## config.mk

```make
export PLATFORM = sky130hd
export DESIGN_NAME = linePixelPll
export DESIGN_NICKNAME = d
export VERILOG_FILES = /design/src/rtl/linePllPkg.sv /design/src/rtl/pllDatapath.sv /design/src/rtl/pllControl.sv /design/src/rtl/linePixelPll.sv
export SDC_FILE = /design/constraint.sdc
export NUM_CORES = 1
export LEC_CHECK = 0
export ABC_AREA = 1
export BUFFER_PORTS_ARGS = -buffer_cell sky130_fd_sc_hd__buf_4
export CAP_MARGIN = 30
export CORE_ASPECT_RATIO = 1.5
export CORE_UTILIZATION = 69
export CTS_CLUSTER_DIAMETER = 150
export DETAILED_ROUTE_END_ITERATION = 6
export PLACE_DENSITY = 0.95
export SYNTH_ARGS = -nofsm -noshare
export SYNTH_HDL_FRONTEND = slang
export SYNTH_SLANG_ARGS = --single-unit
```

## constraint.sdc

```tcl
create_clock -name clk -period 17.8 [get_ports clk]
set_input_delay 0.89 -clock clk [delete_from_list [all_inputs] [get_ports clk]]
set_output_delay 0.89 -clock clk [all_outputs]
set_load 0.05 [all_outputs]
```

## src/rtl/linePllPkg.sv

```systemverilog
package linePllPkg;
  // Strobes from the control section to the datapath
  typedef struct packed {
    logic cfgLoad;   // capture configuration, restart NCO
    logic lineEdge;  // synchronized hsync rising edge
    logic lineEval;  // edge on which the error is applied
  } ctrlStrb_t;
endpackage

```

## src/rtl/pllDatapath.sv

```systemverilog
module pllDatapath
  import linePllPkg::*;
#(
  parameter int LD_W    = 6,
  parameter int PP_W    = 8,
  parameter int FRAC_W  = 8,
  parameter int SH_W    = 3,
  parameter int CNT_W   = 12,
  parameter int GROUP   = 12,
  parameter int TOL_IN  = 1,
  parameter int TOL_OUT = 4,
  parameter int RST_LD  = 0,
  parameter int RST_PP  = 6,
  parameter int RST_PSH = 4,
  parameter int RST_FSH = 4
) (
  input  logic            clk,
  input  logic            rstN,
  input  ctrlStrb_t       strb,
  input  logic [LD_W-1:0] cfgLineDur,
  input  logic [PP_W-1:0] cfgInitPer,
  input  logic [SH_W-1:0] cfgPhaseSh,
  input  logic [SH_W-1:0] cfgFreqSh,
  output logic            pixEn,
  output logic            errSmall,
  output logic            errLarge
);
  localparam int PER_W  = PP_W + FRAC_W;
  localparam int ONE    = 1 << FRAC_W;
  localparam int WIDE_W = CNT_W + FRAC_W + 4;
  localparam logic signed [WIDE_W-1:0] ONE_W = WIDE_W'(ONE);
  localparam logic signed [WIDE_W-1:0] MAX_W = WIDE_W'((1 << PER_W) - 1);

  logic [LD_W-1:0]  ldReg;
  logic [SH_W-1:0]  phShReg, frShReg;
  logic [PER_W-1:0] period, phase, loadPer, advPhase, newPer, newPh;
  logic [PER_W:0]   phSumAdv;
  logic [CNT_W-1:0] pixCount, mTarget;
  logic signed [CNT_W:0]    err;
  logic signed [WIDE_W-1:0] errWide, errScaled, freqDelta, phaseDelta;
  logic signed [WIDE_W-1:0] perSum, phSum, newPerW;

  // target pixels per line
  assign mTarget = CNT_W'(GROUP) * ((CNT_W'(ldReg) << 1) + CNT_W'(1));

  // period preload, a zero value is floored to one clock
  assign loadPer = (cfgInitPer == '0) ? PER_W'(ONE) : {cfgInitPer, {FRAC_W{1'b0}}};

  // NCO: one clock worth of phase per cycle, wrap gives a pixel
  assign phSumAdv = {1'b0, phase} + (PER_W+1)'(ONE);
  assign pixEn    = (phSumAdv >= {1'b0, period});
  assign advPhase = pixEn ? PER_W'(phSumAdv - {1'b0, period}) : PER_W'(phSumAdv);

  // per-line error and loop filter
  assign err        = $signed({1'b0, pixCount}) - $signed({1'b0, mTarget});
  assign errWide    = WIDE_W'(err);
  assign errScaled  = errWide <<< FRAC_W;
  assign freqDelta  = errScaled >>> frShReg;
  assign phaseDelta = errScaled >>> phShReg;
  assign errSmall   = (err >= -(CNT_W+1)'(TOL_IN)) && (err <= (CNT_W+1)'(TOL_IN));
  assign errLarge   = (err > (CNT_W+1)'(TOL_OUT)) || (err < -(CNT_W+1)'(TOL_OUT));

  always_comb begin
    perSum = $signed(WIDE_W'(period)) + freqDelta;
    if (perSum < ONE_W)      newPerW = ONE_W;
    else if (perSum > MAX_W) newPerW = MAX_W;
    else                     newPerW = perSum;
    newPer = PER_W'(newPerW);
    phSum  = $signed(WIDE_W'(advPhase)) - phaseDelta;
    if (phSum < 0)             newPh = '0;
    else if (phSum >= newPerW) newPh = PER_W'(newPerW - 1);
    else                       newPh = PER_W'(phSum);
  end

  always_ff @(posedge clk or negedge rstN) begin
    if (!rstN) begin
      ldReg    <= LD_W'(RST_LD);
      phShReg  <= SH_W'(RST_PSH);
      frShReg  <= SH_W'(RST_FSH);
      period   <= {PP_W'(RST_PP), {FRAC_W{1'b0}}};
      phase    <= '0;
      pixCount <= '0;
    end else if (strb.cfgLoad) begin
      ldReg    <= cfgLineDur;
      phShReg  <= cfgPhaseSh;
      frShReg  <= cfgFreqSh;
      period   <= loadPer;
      phase    <= '0;
      pixCount <= '0;
    end else begin
      if (strb.lineEval) begin
        period <= newPer;
        phase  <= newPh;
      end else begin
        phase  <= advPhase;
      end
      if (strb.lineEdge)                pixCount <= pixEn ? CNT_W'(1) : '0;
      else if (pixEn && !(&pixCount))   pixCount <= pixCount + 1'b1;
    end
  end


  period_floor_chk: assert property (@(posedge clk) disable iff (!rstN)
    period >= PER_W'(ONE));

  phase_range_chk: assert property (@(posedge clk) disable iff (!rstN)
    phase < period);

  load_restart_chk: assert property (@(posedge clk) disable iff (!rstN)
    strb.cfgLoad |=> (phase == '0) && (pixCount == '0));
endmodule

```

## src/rtl/pllControl.sv

```systemverilog
module pllControl
  import linePllPkg::*;
#(
  parameter int LOCK_LINES   = 8,
  parameter int UNLOCK_LINES = 2
) (
  input  logic      clk,
  input  logic      rstN,
  input  logic      hsync,
  input  logic      cfgLoad,
  input  logic      errSmall,
  input  logic      errLarge,
  output ctrlStrb_t strb,
  output logic      locked
);
  localparam int GC_W = $clog2(LOCK_LINES + 1);
  localparam int BC_W = $clog2(UNLOCK_LINES + 1);

  logic [2:0]      syncQ;
  logic            armed;
  logic [GC_W-1:0] goodCnt;
  logic [BC_W-1:0] badCnt;

  assign strb.cfgLoad  = cfgLoad;
  assign strb.lineEdge = syncQ[1] & ~syncQ[2];
  assign strb.lineEval = strb.lineEdge & armed & ~cfgLoad;

  always_ff @(posedge clk or negedge rstN) begin
    if (!rstN) syncQ <= '0;
    else       syncQ <= {syncQ[1:0], hsync};
  end

  always_ff @(posedge clk or negedge rstN) begin
    if (!rstN) begin
      armed <= 1'b0; goodCnt <= '0; badCnt <= '0; locked <= 1'b0;
    end else if (cfgLoad) begin
      armed <= 1'b0; goodCnt <= '0; badCnt <= '0; locked <= 1'b0;
    end else begin
      if (strb.lineEdge) armed <= 1'b1;
      if (strb.lineEval) begin
        if (errSmall) begin
          badCnt <= '0;
          if (goodCnt != GC_W'(LOCK_LINES)) goodCnt <= goodCnt + 1'b1;
          if (goodCnt == GC_W'(LOCK_LINES - 1)) locked <= 1'b1;
        end else if (errLarge) begin
          goodCnt <= '0;
          if (badCnt != BC_W'(UNLOCK_LINES)) badCnt <= badCnt + 1'b1;
          if (badCnt == BC_W'(UNLOCK_LINES - 1)) locked <= 1'b0;
        end else begin
          goodCnt <= '0;
          badCnt  <= '0;
        end
      end
    end
  end


  lock_rise_chk: assert property (@(posedge clk) disable iff (!rstN)
    $rose(locked) |-> $past(strb.lineEval));

  good_bound_chk: assert property (@(posedge clk) disable iff (!rstN)
    goodCnt <= GC_W'(LOCK_LINES));

  lock_fall_chk: assert property (@(posedge clk) disable iff (!rstN)
    $fell(locked) |-> ($past(strb.lineEval) || $past(cfgLoad)));

  load_unlock_chk: assert property (@(posedge clk) disable iff (!rstN)
    cfgLoad |=> !locked);
endmodule

```

## src/rtl/linePixelPll.sv

```systemverilog
module linePixelPll
  import linePllPkg::*;
#(
  parameter int LD_W = 6,
  parameter int PP_W = 8,
  parameter int SH_W = 3,
  parameter int CW   = 3
) (
  input  logic            clk,
  input  logic            rstN,
  input  logic            hsync,
  input  logic            cfgLoad,
  input  logic [LD_W-1:0] cfgLineDur,
  input  logic [PP_W-1:0] cfgInitPer,
  input  logic [SH_W-1:0] cfgPhaseSh,
  input  logic [SH_W-1:0] cfgFreqSh,
  input  logic            lockEn,
  input  logic [CW-1:0]   rgbIn,
  input  logic            blankIn,
  output logic            pixEn,
  output logic            locked,
  output logic [CW-1:0]   rgbOut,
  output logic            blankOut
);
  ctrlStrb_t strb;
  logic errSmall, errLarge, gateOn;

  pllControl u_ctrl (
    .clk(clk), .rstN(rstN), .hsync(hsync), .cfgLoad(cfgLoad),
    .errSmall(errSmall), .errLarge(errLarge), .strb(strb), .locked(locked)
  );

  pllDatapath #(.LD_W(LD_W), .PP_W(PP_W), .SH_W(SH_W)) u_dp (
    .clk(clk), .rstN(rstN), .strb(strb), .cfgLineDur(cfgLineDur),
    .cfgInitPer(cfgInitPer), .cfgPhaseSh(cfgPhaseSh), .cfgFreqSh(cfgFreqSh),
    .pixEn(pixEn), .errSmall(errSmall), .errLarge(errLarge)
  );

  assign gateOn   = lockEn & ~locked;
  assign rgbOut   = gateOn ? '0 : rgbIn;
  assign blankOut = gateOn ? 1'b0 : blankIn;
endmodule

```

== After elaboration in Yosys (flattened, before gate mapping) ==
Index checks and enable logic that the tools add are counted.

* Bits in latches: 0
* RAM bits: 0
* Bits in read-only memories: 0
* Output and inout port bits: 6
* Memories: 0
* Input bits: 29
* Bits in registers: 67
* Word-level logic and storage cells: 94

* Multiplexer cells: 33
* Equal/unequal tests: 7
* Divide/modulo/power cells: 0
* Multiply operators: 1
* Bitwise operators: 7
* Reductions and logical operators: 14
* Shifts and indexed selects: 2
* Add/subtract/negate cells: 10
* $lt $le $gt $ge: 9

{| class="wikitable"
|+ Operators by type and width
! operator !! number
|-
| 16-bit 2-to-1 mux || 8
|-
| 24-bit 2-to-1 mux || 2
|-
| 21-bit by 3-bit >>> shifter with 24-bit output || 2
|-
| 12-bit 2-to-1 mux || 3
|-
| 17-bit by 24-bit adder with 24-bit output || 1
|-
| 24-bit >= comparator || 1
|-
| 24-bit by 17-bit greater-than comparator with 1-bit output (second input constant) || 1
|-
| 24-bit by 1-bit less-than comparator with 1-bit output (second input constant) || 1
|-
| 24-bit by 10-bit less-than comparator with 1-bit output (second input constant) || 1
|-
| 17-bit by 24-bit subtractor with 24-bit output || 1
|-
| 16-bit by 9-bit adder with 17-bit output (second input constant) || 1
|-
| 17-bit by 16-bit >= comparator with 1-bit output || 1
|-
| 4-bit 2-to-1 mux || 4
|-
| 16-bit subtractor || 1
|-
| 16-bit by 2-bit subtractor with 16-bit output (second input constant) || 1
|-
| 13-bit by 1-bit >= comparator with 1-bit output (second input constant) || 1
|-
| 13-bit by 4-bit greater-than comparator with 1-bit output (second input constant) || 1
|-
| 13-bit by 2-bit <= comparator with 1-bit output (second input constant) || 1
|-
| 13-bit by 3-bit less-than comparator with 1-bit output (second input constant) || 1
|-
| 12-bit by 12-bit subtractor with 13-bit output || 1
|-
| 12-bit by 1-bit adder with 12-bit output (second input constant) || 1
|-
| 2-bit by 12-bit multiplier with 10-bit output (first input constant) || 1
|-
| 12-bit AND reduction || 1
|-
| 1-bit 2-to-1 mux || 10
|-
| 21 further kinds || 36
|}

== Longest topological paths before layout ==
* Depth after elaboration: 13
* Gate-level depth with buffers: 53
* Depth with buffers taken out: 52

== Cells and area by module ==
From an unflattened synthesis, not the netlist that was laid out.

* Cell total of the unflattened synthesis: 1312
* Area, all modules: 8759.7 µm²

{| class="wikitable"
|+ By module, submodules not included
! module !! seq. area each (µm²) !! cells an instance !! area an instance (µm²) !! times used
|-
| pllDatapath || 1406.3 || 1228 || 8111.5 || 1
|-
| pllControl || 275.3 || 75 || 609.3 || 1
|-
| linePixelPll || 0.0 || 9 || 38.8 || 1
|}

== Least setup slack after synthesis ==
Ideal clock, no wire load.

* Path type: reg-to-reg
* From: reg u_dp.phase[8]
* To: reg u_dp.phase[1]
* Cell stages (with the launch flop): 45
* Arrival: 7171 ps
* Library setup time: 133 ps
* Required time: 17667 ps
* Path buffers: 2
* Period minus slack after synthesis: 7303 ps
* Slack: 10497 ps
* Cell sequence: dfrtp_1 > ha_1 > nand3_1 > nand3b_1 > xor2_1 > inv_1 > ha_1 > nand2_1 > o41ai_1 > nand2_1 > nand2_1 > buf_1 > nand2_1 > o21ai_0 > inv_1 > ha_1 > inv_1 > a31oi_1 > [9 not listed] > nand3_1 > nand2_1 > nand2_1 > o31ai_1 > inv_1 > ha_1 > nand4_1 > nor4_1 > nand4_1 > nor4b_1 > nand2_1 > o2111ai_1 > xnor2_1 > a31oi_1 > clkinv_1 > buf_2 > o21ai_0 > o22ai_1

* Word-level cells in the longest chain between the ends: 9
* Elaborated cells on any way between the ends: 11
* Those cells by class: add/sub: 3; order compare: 3; mux: 5

{| class="wikitable"
|+ Ends and longest elaborated chain
! what !! RTL line !! text
|-
| start, declared || pllDatapath.sv:36 || <nowiki>logic [PER_W-1:0] period, phase, loadPer, advPhase, newPer, newPh;</nowiki>
|-
| start signal, assigned || pllDatapath.sv:93 || <nowiki>phase <= newPh;</nowiki>
|-
| start signal, assigned || pllDatapath.sv:95 || <nowiki>phase <= advPhase;</nowiki>
|-
| 16-bit by 9-bit adder with 17-bit output (*) || pllDatapath.sv:50 || <nowiki>assign phSumAdv = {1'b0, phase} + (PER_W+1)'(ONE);</nowiki>
|-
| 17-bit by 16-bit >= comparator with 1-bit output (*) || pllDatapath.sv:51 || <nowiki>assign pixEn = (phSumAdv >= {1'b0, period});</nowiki>
|-
| named net pixEn || linePixelPll.sv:20 || <nowiki>output logic pixEn,</nowiki>
|-
| 16-bit 2-to-1 mux (*) || pllDatapath.sv:52 || <nowiki>assign advPhase = pixEn ? PER_W'(phSumAdv - {1'b0, period}) : PER_W'(phSumAdv);</nowiki>
|-
| 17-bit by 24-bit subtractor with 24-bit output || pllDatapath.sv:69 || <nowiki>phSum = $signed(WIDE_W'(advPhase)) - phaseDelta;</nowiki>
|-
| 24-bit >= comparator || pllDatapath.sv:71 || <nowiki>else if (phSum >= newPerW) newPh = PER_W'(newPerW - 1);</nowiki>
|-
| 16-bit 2-to-1 mux || pllDatapath.sv:71 ||
|-
| 16-bit 2-to-1 mux || pllDatapath.sv:70 || <nowiki>if (phSum < 0) newPh = '0;</nowiki>
|-
| 16-bit 2-to-1 mux (*) || pllDatapath.sv:91 || <nowiki>if (strb.lineEval) begin</nowiki>
|-
| 16-bit 2-to-1 mux (*) || pllDatapath.sv:83 || <nowiki>end else if (strb.cfgLoad) begin</nowiki>
|}

The timed path passes the listed nets; every way through them passes the cells marked *.
A chain may end at the register's enable or synchronous reset.

== Worst setup path in the final report ==
* From: reg u_dp.phase[8]
* To: reg u_dp.phase[7]

* Word-level cells in the longest chain between the ends: 9
* Elaborated cells on any way between the ends: 11
* Those cells by class: add/sub: 3; order compare: 3; mux: 5

{| class="wikitable"
|+ Ends and longest elaborated chain
! what !! RTL line
|-
| 16-bit by 9-bit adder with 17-bit output (*) || pllDatapath.sv:50
|-
| 16-bit subtractor or 17-bit by 16-bit >= comparator with 1-bit output (tied branches) || pllDatapath.sv:52, pllDatapath.sv:51
|-
| 16-bit 2-to-1 mux (*) || pllDatapath.sv:52
|-
| 17-bit by 24-bit subtractor with 24-bit output || pllDatapath.sv:69
|-
| 24-bit >= comparator || pllDatapath.sv:71
|-
| 16-bit 2-to-1 mux || pllDatapath.sv:71
|-
| 16-bit 2-to-1 mux || pllDatapath.sv:70
|-
| 16-bit 2-to-1 mux (*) || pllDatapath.sv:91
|-
| 16-bit 2-to-1 mux (*) || pllDatapath.sv:83
|}

Every way passes the cells marked *; elsewhere a longest branch is shown, timed or not.

==> results_dict.tcl <==
set metrics [dict create \
    maxSlewHeadroom_pct 29.26 \
    fmax_mhz 106.8 \
    fin_crit_ps 9360 \
    power.density_mw_per_mm2 151.6 \
    setup_viol 0 \
    die_w_um 93.50 \
    track_usage_pct 44.04 \
    hold_path.class "flop to flop" \
    numCtsBuffers 9 \
    cp.required_ps 18030 \
    totalWireLength_um 27890 \
    synth_warnings 0 \
    synth_area_leader_cell "dfrtp_1" \
    antenna_found_initial 2 \
    crit_fanout 27 \
    vias 9121 \
    clk_path_buf_depth 2 \
    synth.distinct_cells 58 \
    htreeDepth 3 \
    drt_iter0_markers 622 \
    wire_per_inst_um 18.77 \
    clkSinkCount 67 \
    fin_cells 1486 \
    io_buffers 34 \
    cpPeakStageDelay_ps 740 \
    setup_tns_ps 0 \
    syn_inst 1307 \
    grt_max_degree 68 \
    status "finished, final reports clean" \
    cpMostUsedCell "nand2_1" \
    min_period_over_period_pct 52.59 \
    post-cts-setup-buffers 0 \
    cts_tree "done" \
    synth.most_common_cell "nand2_1" \
    layout-drive-gt1-share_pct 9.760 \
    slew_viol_final 0 \
    die_area_mm2 0.01302 \
    synth_commonest_cells "nand2_1 (336), inv_1 (173), o21ai_0 (111)" \
    globalRouteOverflowTotal 0 \
    ant_nets 0 \
    hold_viol_final 0 \
    ys_seq_area_share_pct 19.41 \
    clock-root-buffer "clkbuf_16" \
    area_growth_pct 7.508 \
    clk_pin_slew_ps 60 \
    rsz0062_at_grt "no" \
    irDropWorstVdd_v 0.00008611 \
    synth_edf_count 0 \
    crit_path_top_delay_cell "clkinv_1" \
    syn_avg_cell_area_um2 6.630 \
    power_leakage_nw 4.969 \
    grt_pass1_wl_um 43670 \
    ys_ff_latch 67 \
    cp_num_buf_inv 6 \
    postSynth.asyncResetShare_pct 100.0 \
    synth_ff_type "dfrtp_1" \
    place_inst 1469 \
    worst_pin_slew_ps 1059 \
    core_area_mm2 0.01214 \
    pin_count 35 \
    die_y_um 139.3 \
    cts_hold_buf 0 \
    vias_per_cell 6.138 \
    firstDrtPassIters 6 \
    cts-resized-gates 0 \
    drc 0 \
    start_util_pct 71.39 \
    finalNetCount 1459 \
    num_rows 49 \
    crit_arrival_ps 9590 \
    maxCapViolations 0 \
    synth_area_mm2 0.008666 \
    worst_setup_path_end_kind "flop" \
    critical_path_class "flop to flop" \
    grt_pass1_vias 9044 \
    synth_area_leaders "dfrtp_1 (18%), nand2_1 (15%), ha_1 (14%), inv_1 (7.5%), o21ai_0 (6.4%)" \
    start_kind "flop" \
    gp_congestion 1.008 \
    clock_latency_ps 340 \
    clock_skew_ps 8.809 \
    dpl.hpwl_um 22420 \
    cp_top_family "simple AND/OR/NAND/NOR gates" \
    synth_top_cell_area_share_pct 18.19 \
]
-- cell type report --
type                       instances  area [um^2]
multi-input combinational       1032         6175
inverter                         182        685.7
clock buffer                       9        225.2
antenna                            1        2.502
timing repair buffer              35        262.8
fill                             952         2823
tap                              153        191.4
sequential                        67         1682
clock inverter                     7        92.59
-- layout by cell type, fill, tap and decap left out, types with 21 or more instances in the layout --
master   Yosys  layout
ha_1        99      99
buf_4        2      35
dfrtp_1     63      63
o21ai_0    111     111
xor2_1      41      41
nor2_1      59      59
nand2_1    336     336
inv_1      173     173
xnor2_1     21      21
nand2_2     27      27
nand3_1     78      78
a21oi_1     77      77
-- final timing paths --
check	startpoint	cells past startpoint	to	slack, ps
max	u_dp.phase[8]	46	u_dp.phase[7]	8440
min	u_ctrl.syncQ[0]	0	u_ctrl.syncQ[1]	350
max reg2reg	u_dp.phase[8]	46	u_dp.phase[7]	8440
min reg2reg	u_ctrl.syncQ[0]	0	u_ctrl.syncQ[1]	350
max in group asynchronous	rstN	1	u_dp.pixCount[7]	16550
min in group asynchronous	rstN	1	u_dp.period[6]	660
-- metrics by stage --
stage	utilization, %	instance area, um^2	setup slack (ps)	power (W)	hold slack [ps]
finish	76.75	9316	8440	0.001412	352.2
global route	76.75	9316	7756	0.001518	355.4
CTS	76.73	9314	8741	0.001374	354.5
detailed placement	74.11	8996	8797	0.001176	341.3
global placement	74.11	8996	9250	0.001159	336.6
floorplan	-	8692	10500	0.0009145	331.2
-- report_power, final --
part	total (W)	switching, W	internal (W)
Sequential	0.000196	0.0000252	0.000171
Clock	0.000195	0.0000723	0.000122
Combinational	0.00102	0.000675	0.000346
Total	0.00141	0.000772	0.000640
-- sequential cells by signal, indices dropped and copies added (netlist names) --
name,count
u_dp.period,16
u_ctrl.locked,1
u_ctrl.goodCnt,4
u_dp.phShReg,3
u_dp.phase,16
u_dp.frShReg,3
u_ctrl.badCnt,2
u_ctrl.syncQ,3
u_dp.pixCount,12
u_dp.ldReg,6
u_ctrl.armed,1
-- kinds of logic after synthesis --
logic type | share of synthesized area [%]
other | 0.04327
adder cells (fa/ha/maj) | 15.22
XOR/XNOR | 6.266
flip-flops | 19.41
AO/OA/AOI/OAI | 18.00
multiplexers | 0.8086
AND/OR/NAND/NOR | 30.61
buffers and inverters | 9.645
-- per-layer routing --
layer  track usage, %  vias up  routed length (um)
li1                 -     4390                   -
met1            41.26     4065                9410
met2            75.85      472               13600
met3            13.06      194                2150
met4            38.87        0                2720
met5                0        -                   0
(Power assumes the default switching activity.)
